### config.mk
export PLATFORM = sky130hd
export DESIGN_NAME = rst_ctrl
export DESIGN_NICKNAME = d
export VERILOG_FILES = /design/src/rtl/rst_ctrl_pkg.sv /design/src/rtl/rst_ctrl_regif.sv /design/src/rtl/rst_ctrl_req_timer.sv /design/src/rtl/rst_ctrl_domain_map.sv /design/src/rtl/rst_ctrl.sv
export SDC_FILE = /design/constraint.sdc
export NUM_CORES = 1
export LEC_CHECK = 0
export ABC_AREA = 1
export CAP_MARGIN = 5
export CORE_MARGIN = 2
export CORE_UTILIZATION = 25
export CTS_CLUSTER_SIZE = 40
export DETAILED_ROUTE_END_ITERATION = 10
export PLACE_DENSITY = 0.52
export SKIP_LAST_GASP = 1
export SYNTH_ARGS = -nofsm -noshare
export SYNTH_HDL_FRONTEND = slang
export SYNTH_SLANG_ARGS = --single-unit
export TNS_END_PERCENT = 5
### constraint.sdc
create_clock -name clk -period 1.9 [get_ports clk]
set_input_delay 0.38 -clock clk [delete_from_list [all_inputs] [get_ports clk]]
set_output_delay 0.38 -clock clk [all_outputs]
set_load 0.005 [all_outputs]
### src/rtl/rst_ctrl_pkg.sv
package rst_ctrl_pkg;

    localparam int DATA_W  = 32;
    localparam int NUM_DOM = 14;
    localparam int NUM_REQ = 16;

    // domain indices (bit order of dom_rst_n)
    localparam int D_DMA   = 0;
    localparam int D_WDT   = 1;
    localparam int D_GPIO  = 2;
    localparam int D_TMR0  = 3;
    localparam int D_TMR1  = 4;
    localparam int D_TMR2  = 5;
    localparam int D_UART0 = 6;
    localparam int D_UART1 = 7;
    localparam int D_SPI0  = 8;
    localparam int D_SPI1  = 9;
    localparam int D_I2C0  = 10;
    localparam int D_RTC   = 11;
    localparam int D_I2C1  = 12;
    localparam int D_CPU   = 13;

    // request indices: 0..12 target the domain of the same index
    localparam int RQ_SOFT   = 13;
    localparam int RQ_PERIPH = 14;
    localparam int RQ_SYS    = 15;

    // bit positions the software view depends on
    localparam int POS_SOFT   = 29;
    localparam int POS_PERIPH = 30;
    localparam int POS_SYS    = 31;

    // domains that count as peripherals (not watchdog, GPIO, CPU)
    localparam logic [NUM_DOM-1:0] PERIPH_MASK =
        ~((NUM_DOM'(1) << D_WDT) | (NUM_DOM'(1) << D_GPIO) | (NUM_DOM'(1) << D_CPU));

    // which control word a request lives in
    function automatic int req_word(input int r);
        return (r == D_I2C1) ? 1 : 0;
    endfunction

    // bit position of a request inside its control word
    function automatic int req_pos(input int r);
        case (r)
            D_DMA:     return 0;
            D_WDT:     return 1;
            D_GPIO:    return 2;
            D_TMR0:    return 5;
            D_TMR1:    return 6;
            D_TMR2:    return 7;
            D_UART0:   return 11;
            D_UART1:   return 12;
            D_SPI0:    return 13;
            D_SPI1:    return 14;
            D_I2C0:    return 16;
            D_RTC:     return 17;
            D_I2C1:    return 0;
            RQ_SOFT:   return POS_SOFT;
            RQ_PERIPH: return POS_PERIPH;
            default:   return POS_SYS;
        endcase
    endfunction

    // set of domains a request holds in reset
    function automatic logic [NUM_DOM-1:0] req_cover(input int r);
        case (r)
            RQ_SOFT:   return PERIPH_MASK | (NUM_DOM'(1) << D_GPIO);
            RQ_PERIPH: return PERIPH_MASK;
            RQ_SYS:    return '1;
            default:   return NUM_DOM'(1) << r;
        endcase
    endfunction

endpackage

### src/rtl/rst_ctrl_regif.sv
module rst_ctrl_regif
    import rst_ctrl_pkg::*;
#(
    parameter int              ADDR_W = 12,
    parameter logic [ADDR_W-1:0] OFS0 = 12'h004,
    parameter logic [ADDR_W-1:0] OFS1 = 12'h044
) (
    input  logic                bus_wr_en,
    input  logic [ADDR_W-1:0]   bus_addr,
    input  logic [DATA_W-1:0]   bus_wdata,
    input  logic [NUM_REQ-1:0]  busy,
    output logic [NUM_REQ-1:0]  start,
    output logic [DATA_W-1:0]   bus_rdata
);

    logic hit0, hit1;
    logic [DATA_W-1:0] img0, img1;

    assign hit0 = (bus_addr == OFS0);
    assign hit1 = (bus_addr == OFS1);

    // per-request start strobe: write of a 1 to its bit in its word
    for (genvar r = 0; r < NUM_REQ; r++) begin : g_dec
        localparam int WORD = req_word(r);
        localparam int POS  = req_pos(r);
        if (WORD == 0) begin : g_w0
            assign start[r] = bus_wr_en && hit0 && bus_wdata[POS];
        end else begin : g_w1
            assign start[r] = bus_wr_en && hit1 && bus_wdata[POS];
        end
    end

    // busy images of both words
    always_comb begin
        img0 = '0;
        img1 = '0;
        for (int r = 0; r < NUM_REQ; r++) begin
            if (req_word(r) == 0) img0[req_pos(r)] = busy[r];
            else                  img1[req_pos(r)] = busy[r];
        end
    end

    always_comb begin
        if (hit0)      bus_rdata = img0;
        else if (hit1) bus_rdata = img1;
        else           bus_rdata = '0;
    end

endmodule

### src/rtl/rst_ctrl_req_timer.sv
module rst_ctrl_req_timer #(
    parameter int PULSE_CYC = 8,
    localparam int CNT_W    = $clog2(PULSE_CYC + 1)
) (
    input  logic clk,
    input  logic rst_n,
    input  logic start,
    input  logic flush,
    output logic busy,
    output logic busy_next,
    output logic last
);

    typedef struct packed {
        logic [CNT_W-1:0] cnt;
    } tmr_t;

    tmr_t tmr_d, tmr_q;

    always_comb begin
        tmr_d = tmr_q;
        if (start) begin
            tmr_d.cnt = CNT_W'(PULSE_CYC);
        end else if (flush) begin
            tmr_d.cnt = '0;
        end else if (tmr_q.cnt != '0) begin
            tmr_d.cnt = tmr_q.cnt - CNT_W'(1);
        end
    end

    always_ff @(posedge clk or negedge rst_n) begin
        if (!rst_n) tmr_q <= '0;
        else        tmr_q <= tmr_d;
    end

    assign busy      = (tmr_q.cnt != '0);
    assign busy_next = (tmr_d.cnt != '0);
    assign last      = (tmr_q.cnt == CNT_W'(1));

endmodule

### src/rtl/rst_ctrl_domain_map.sv
module rst_ctrl_domain_map
    import rst_ctrl_pkg::*;
(
    input  logic               clk,
    input  logic               rst_n,
    input  logic [NUM_REQ-1:0] busy_next,
    output logic [NUM_DOM-1:0] dom_rst_n
);

    typedef struct packed {
        logic [NUM_DOM-1:0] rst_n;
    } map_t;

    map_t map_d, map_q;
    logic [NUM_DOM-1:0] hold;

    // a domain is held while any covering request will be running
    for (genvar d = 0; d < NUM_DOM; d++) begin : g_dom
        logic [NUM_REQ-1:0] src;
        for (genvar r = 0; r < NUM_REQ; r++) begin : g_src
            localparam logic [NUM_DOM-1:0] COV = req_cover(r);
            assign src[r] = COV[d] & busy_next[r];
        end
        assign hold[d] = |src;
    end

    always_comb begin
        map_d       = map_q;
        map_d.rst_n = ~hold;
    end

    always_ff @(posedge clk or negedge rst_n) begin
        if (!rst_n) map_q <= '0;
        else        map_q <= map_d;
    end

    assign dom_rst_n = map_q.rst_n;

endmodule

### src/rtl/rst_ctrl.sv
module rst_ctrl
    import rst_ctrl_pkg::*;
#(
    parameter int                PULSE_CYC = 8,
    parameter int                ADDR_W    = 12,
    parameter logic [ADDR_W-1:0] OFS0      = 12'h004,
    parameter logic [ADDR_W-1:0] OFS1      = 12'h044
) (
    input  logic                 clk,
    input  logic                 rst_n,
    input  logic                 bus_wr_en,
    input  logic [ADDR_W-1:0]    bus_addr,
    input  logic [DATA_W-1:0]    bus_wdata,
    output logic [DATA_W-1:0]    bus_rdata,
    output logic [NUM_DOM-1:0]   dom_rst_n
);

    logic [NUM_REQ-1:0] start, busy, busy_next, last;
    logic               sys_done;

    rst_ctrl_regif #(
        .ADDR_W (ADDR_W),
        .OFS0   (OFS0),
        .OFS1   (OFS1)
    ) u_regif (
        .bus_wr_en (bus_wr_en),
        .bus_addr  (bus_addr),
        .bus_wdata (bus_wdata),
        .busy      (busy),
        .start     (start),
        .bus_rdata (bus_rdata)
    );

    // end of a system pulse cancels older requests
    assign sys_done = last[RQ_SYS];

    for (genvar r = 0; r < NUM_REQ; r++) begin : g_req
        rst_ctrl_req_timer #(
            .PULSE_CYC (PULSE_CYC)
        ) u_tmr (
            .clk       (clk),
            .rst_n     (rst_n),
            .start     (start[r]),
            .flush     (sys_done),
            .busy      (busy[r]),
            .busy_next (busy_next[r]),
            .last      (last[r])
        );
    end

    rst_ctrl_domain_map u_map (
        .clk       (clk),
        .rst_n     (rst_n),
        .busy_next (busy_next),
        .dom_rst_n (dom_rst_n)
    );

endmodule

==> parameters.txt, run 1 <==
Parameter                              Value

Outcome
  Result of the run ... complete, but fails checks
  Violations in the final reports ... setup timing

Worst setup path
  Worst path required time ... 1520 ps
  Beginning of the critical path ... g_req[13].u_tmr.tmr_q[0]$_DFF_PN0_
  CP endpoint ... bus_rdata[29]
  CP Capture Type ... output pin
  R2R Path Start ... g_req[13].u_tmr.tmr_q[0]$_DFF_PN0_
  Arrival time of data at the critical path endpoint ... 1520 ps
  Maximum fanout along the worst path ... 4
  Reg-to-Reg End ... u_map.dom_rst_n[12]$_DFF_PN0_
  R2r worst-path depth ... 11
  Kind of critical path ... reg2out
  Startpoint class of the critical path ... register
  Reg-to-reg setup timing slack ... 110 ps

Yosys
  FF+latch count, synth ... 78
  Average cell area after synthesis ... 7.34 um^2
  Main area contributors after synthesis ... dfrtp_1, inv_1, nand2_1, nand3_1, nand4_1
  Fraction of the mapped netlist area in compound gates ... 0.486%
  Synthesized instance count ... 666
  Arithmetic-cell share of the synthesized area counting full adders, half adders and majority gates ... 4.61%
  Portion of the post-synthesis area used by sequential elements ... 39.9%
  Fraction of the mapped netlist area in simple logic gates ... 34.3%
  Synth Cell Area ... 4890 um^2
  Most frequent cell after synthesis ... inv_1
  Number of enable flip-flop cells after synthesis ... 0
  Most instantiated flip-flop cell in the synthesis netlist ... dfrtp_1
  Yosys warns ... 0
  Share of Yosys cell area claimed by the top area cell type ... 39.9%
  Number of distinct standard cells referenced by the synthesized netlist ... 24
  Fraction of synthesized area in multiplexers ... 0%
  Most used standard cells in the synthesized netlist ... inv_1, nand2_1, nand3_1
  Biggest area consumer among synthesized cells ... dfrtp_1
  Share of flip-flops with an asynchronous set or reset ... 100%
  Post-Synth XOR/XNOR Area ... 5.02%
  Main combinational cell family by area after synthesis ... simple AND/OR/NAND/NOR gates

Global routing
  Gr usage total ... 12.3%
  Total global routing overflow ... 0
  GR met2 Demand/Resource ... 20.5%
  Met3 layer usage reported by global route ... 3.60%
  Vias in the first global route ... 4340
  Most congested layer reported by global routing ... met2
  Wire length of the first global-routing pass ... 19900 um
  Largest net degree at the start of global routing ... 79
  Met1 routing resource usage after global routing ... 15.9%
  Antenna violations before repair ... 0

Final layout
  Synth-to-layout area growth ... 34.2%
  Net count, final ... 855
  Post-Layout Cell Count ... 1060
  Number of diodes ... 0
  Layout cell share with drive strength beyond 1 ... 16.7%
  Layout fillers ... 2065

Place
  Hpwl dp ... 8610 um
  Total instance count after detailed placement ... 1039
  Routability-driven placement congestion ratio ... 0.811
  Number of input and output port buffers inserted ... 58

Clocking
  Cell at the root of the clock tree ... clkbuf_16
  Hold bufs inserted after CTS ... 0
  Number of H-tree levels ... 3
  Clk buf depth ... 2
  Reg clk slew, reported paths ... 50 ps
  Number of clock sinks ... 78
  Clock tree from TritonCTS ... yes
  Clock latency on the worst-skew pair ... 340 ps
  CTS Buf Count ... 9

Route
  Length of the first detailed-routing pass in iterations ... 4
  Detailed-route DRC error count ... 0
  Total vias in the final route ... 4415
  Iteration-0 DRC Markers ... 178
  Number of nets still failing antenna checks after routing ... 0
  Routed wire length ... 11800 um
  Average via count per standard cell ... 4.17
  Average wire length per cell after detail routing ... 11.1 um

Power
  VDD IR-drop max ... 0.730 mV
  Power density over the cells ... 1730 nW/um^2
  Leakage component of the power ... 3.75 nW
  Power consumption ... 0.0113 W

STA
  Worst clock skew ... 6.76 ps
  Number of failing setup endpoints in the final timing report ... 1
  Final hold violation count ... 0
  Shortest clock period the worst path allows after layout ... 1900 ps
  Worst setup margin ... -0.619 ps
  Highest clock frequency the design can meet ... 0.526 GHz
  Post-Route Hold Slack ... 68.6 ps
  Final Max Slew Viols ... 0
  Setup repair after global routing missed its margin ... true
  Period utilization ... 100%

Floorplan
  Num ports ... 93
  DIE AREA ... 20700 um^2
  Die X-Extent ... 144 um
  Starting density of the core ... 25.3%
  Placeable Area ... 19300 um^2
  Vert. Die Dim ... 144 um
  Floorplan row count ... 51

Min path
  Worst hold path class ... in2async

Run
  Max-cap check violation count ... 0
## power by group
part | switching [W] | leakage [nW] | internal (W)
Sequential | 0.000303 | 0.979 | 0.00240
Combinational | 0.00391 | 2.61 | 0.00287
Clock | 0.000666 | 0.157 | 0.00118
## timing repair
| action | CTS | global route |
|---|---|---|
| setup buffers | 3 | 1 |
| setup endpoints to repair | 17 | 26 |
| gates cloned | 1 | 0 |
| resized for setup | 83 | 5 |
| pin swaps | 12 | 4 |
## critical path, stage by stage, from the launching register on
cell,delay (ps)
dfrtp_1,370
inv_1,100
ha_1,210
nand3_2,130
inv_2,80
nor2_1,40
dlygate4sd2_1,250
## placed cells by master, fill, tap and decap left out, drive strengths merged
cell type / instances
a211oi: 1
a21oi: 1
a31oi: 1
buf: 83
bufinv: 2
clkbuf: 13
clkdlybuf4s15: 1
clkdlybuf4s50: 30
clkinv: 2
conb: 17
dfrtp: 78
dlygate4sd2: 14
ha: 18
inv: 144
nand2: 145
nand3: 93
nand4: 57
nor2: 66
o21ai: 1
xnor2: 2
xor2: 26
## metrics by stage
| step | setup TNS [ps] | cell area [um^2] | worst slack [ps] | util [%] |
|---|---|---|---|---|
| after floorplan | 0 | 4950 | 152 | - |
| after global placement | -18410 | 6180 | -605 | 32.0 |
| after detailed placement | -20730 | 6180 | -611 | 32.0 |
| after CTS | -61.0 | 6540 | -49.5 | 33.8 |
| after global routing | -970 | 6560 | -103 | 33.9 |
| final | -0.619 | 6560 | -0.619 | 33.9 |
## cell families after synthesis
| kind of cell | Yosys count |
|---|---|
| AND/OR/NAND/NOR | 361 |
| buffers and inverters | 176 |
| adder cells (fa/ha/maj) | 18 |
| flip-flops | 78 |
| AO/OA/AOI/OAI | 4 |
| other | 1 |
| XOR/XNOR | 28 |
## flip-flops by register name, indices dropped and copies added (netlist names)
| name | count |
|---|---|
| g_req.u_tmr.tmr_q | 64 |
| u_map.dom_rst_n | 14 |
## final cells by class
cell class / count / area (um^2) / share of cell area (%)
repair buffers: 129 / 1120 / 17.1
clock buffers: 12 / 246 / 3.76
flip-flops and latches: 78 / 1950 / 29.8
inverters: 144 / 541 / 8.24
well taps: 265 / 332 / 5.06
multi-input cells: 428 / 2300 / 35.0
clock inverters: 4 / 70.1 / 1.07
## worst min-delay path by stage
stage	start	end	slack [ps]	depth (start not counted)
floorplan	rst_n	g_req[0].u_tmr.tmr_q[0]$_DFF_PN0_	80	0
global placement	rst_n	g_req[14].u_tmr.tmr_q[1]$_DFF_PN0_	450	2
detailed placement	rst_n	g_req[13].u_tmr.tmr_q[0]$_DFF_PN0_	450	2
CTS	rst_n	g_req[14].u_tmr.tmr_q[1]$_DFF_PN0_	80	2
global route	rst_n	g_req[13].u_tmr.tmr_q[2]$_DFF_PN0_	110	2
finish	rst_n	g_req[14].u_tmr.tmr_q[1]$_DFF_PN0_	70	2
## metal layers
layer,vias up,wire (um)
met3,6,519
met4,0,65
met1,2015,5760
met2,87,5420
met5,-,0
li1,2307,-
No activity file was read; power rests on OpenSTA's default activity.
==> run 2, diff against run 1 <==
- CTS_CLUSTER_SIZE: 40 -> 30
- RECOVER_POWER: unset -> 50
- SLEW_MARGIN: unset -> 25
==> parameters.txt, run 2 (synthesis gave the netlist of run 1 again) <==
Parameter                              Value

Outcome
  Result of the run ... complete, but fails checks
  Violations in the final reports ... setup timing

Global routing
  Gr usage total ... 12.3%
  Antenna violations before repair ... 0
  Wire length of the first global-routing pass ... 19900 um
  Largest net degree at the start of global routing ... 79
  Total global routing overflow ... 0
  Vias in the first global route ... 4340

STA
  Final hold violation count ... 0
  Worst clock skew ... 6.71 ps
  Worst Tran Pin Value ... 1130 ps
  Post-Route Hold Slack ... 393 ps
  Number of failing setup endpoints in the final timing report ... 1
  Highest clock frequency the design can meet ... 0.526 GHz
  Period utilization ... 100%
  Worst setup margin ... -0.618 ps
  Setup repair after global routing missed its margin ... true
  Final Max Slew Viols ... 0
  Tightest slew margin relative to the limit ... 24.8%
  Shortest clock period the worst path allows after layout ... 1900 ps

Route
  Detailed-route DRC error count ... 0
  Total vias in the final route ... 4415
  Total length of routed met2 wires ... 5420 um
  Length of routed met3 wiring ... 519 um
  Average wire length per cell after detail routing ... 11.1 um
  Routed wire length ... 11800 um
  Top Metal Used ... met4
  Average via count per standard cell ... 4.17
  Number of nets still failing antenna checks after routing ... 0
  Routed met1 length ... 5760 um
  Length of the first detailed-routing pass in iterations ... 4
  Iteration-0 DRC Markers ... 178

Worst setup path
  R2R Path Start ... g_req[13].u_tmr.tmr_q[0]$_DFF_PN0_
  Critical-path cell with the highest stage delay ... dfrtp_1
  CP Capture Type ... output pin
  Stage delay of the slowest cell on the critical path ... 370 ps
  Startpoint class of the critical path ... register
  Beginning of the critical path ... g_req[13].u_tmr.tmr_q[0]$_DFF_PN0_
  Worst path required time ... 1520 ps
  Arrival time of data at the critical path endpoint ... 1520 ps
  Series of cell instances along the critical path ... inv_1, ha_1, nand3_2, inv_2, nor2_1, dlygate4sd2_1
  Maximum fanout along the worst path ... 4
  Kind of critical path ... reg2out

Clocking
  Cell at the root of the clock tree ... clkbuf_16
  Clock tree from TritonCTS ... yes
  Reg clk slew, reported paths ... 50 ps
  Clk buf depth ... 2
  CTS Buf Count ... 9
  Hold bufs inserted after CTS ... 0
  Number of H-tree levels ... 3
  Number of clock sinks ... 78
  Clock latency on the worst-skew pair ... 340 ps

Final layout
  Layout fillers ... 2066
  Storage element area ... 1950 um^2
  Number of diodes ... 0
  Layout cell share with drive strength beyond 1 ... 16.7%
  Max reg flops ... 64
  Synth-to-layout area growth ... 33.9%
  Final core area utilization ... 33.8%
  Most common library cell in the layout ignoring fill and taps ... inv_1
  Net count, final ... 855
  Most flops, register ... g_req.u_tmr.tmr_q
  Final design instance area without fill ... 6540 um^2
  Area of the multi-input gates ... 2300 um^2
  Most frequent cells in the layout ... inv_1, nand2_1, nand3_1

Floorplan
  Die X-Extent ... 144 um
  Placeable Area ... 19300 um^2
  Vert. Die Dim ... 144 um
  Floorplan row count ... 51
  Starting density of the core ... 25.3%
  DIE AREA ... 20700 um^2
  Num ports ... 93

Place
  Routability-driven placement congestion ratio ... 0.811
  Number of input and output port buffers inserted ... 58
  Post-place setup slack ... -611 ps
  Hpwl dp ... 8610 um
  Placed standard-cell area ... 6180 um^2

Min path
  Worst hold path class ... in2async

Power
  Power density over the cells ... 1730 nW/um^2
  Leakage component of the power ... 3.74 nW
  VDD IR-drop max ... 0.731 mV

Run
  Max-cap check violation count ... 0
==> run 2: changes by cell type in the layout (fill, tap and decap cells not counted), sizes merged <==
cell,change
clkbuf,+2
buf,-2
==> run 2: power breakdown <==
group	internal, W	switching, W
Clock	0.00118	0.000666
Combinational	0.00287	0.00391
Sequential	0.00240	0.000303
Total	0.00646	0.00488
==> run 2: layer usage <==
| metal | track usage, % | up-vias |
|---|---|---|
| met4 | 2.32 | 0 |
| li1 | - | 2307 |
| met2 | 20.5 | 87 |
| met5 | 0 | - |
| met3 | 3.60 | 6 |
| met1 | 15.9 | 2015 |
==> run 2: critical path, delay by kind of cell, from the launching register on <==
kind | cells | cell delay, ps
adders and majority gates | 1 | 210
and+or+nand+nor | 2 | 170
buffers and inverters | 3 | 430
DFF | 1 | 370
==> run 2: repair_timing <==
item                       in CTS  in global routing
setup endpoints to repair      17                 26
pin swaps                      12                  4
resized for setup              83                  5
gates cloned                    1                  0
buffers inserted                3                  1
==> run 2: final cells by class <==
cell class	instances	area share (%)
clock inverters	4	1.07
inverters	144	8.26
well taps	265	5.07
clock buffers	12	3.77
multi-input cells	428	35.1
repair buffers	129	16.9
flip-flops and latches	78	29.8
==> run 2: worst paths after layout <==
kind,endpoint,slack (ps),cells after the start
min in group clk,g_req[0].u_tmr.tmr_q[0]$_DFF_PN0_,560,3
max in group asynchronous,g_req[12].u_tmr.tmr_q[2]$_DFF_PN0_,800,2
hold / removal,g_req[14].u_tmr.tmr_q[1]$_DFF_PN0_,390,2
setup / recovery,bus_rdata[29],-0.6,6
setup reg to reg,u_map.dom_rst_n[12]$_DFF_PN0_,110,11
hold reg to reg,g_req[0].u_tmr.tmr_q[0]$_DFF_PN0_,560,3
==> run 2: metrics by stage <==
step                      setup TNS, ps  total power [W]  cells
after floorplan                       0          0.00764    682
after global routing               -970           0.0126   1060
after CTS                         -61.0           0.0114   1059
after global placement           -18410          0.00946   1039
final                            -0.618           0.0113   1060
after detailed placement         -20730          0.00948   1039
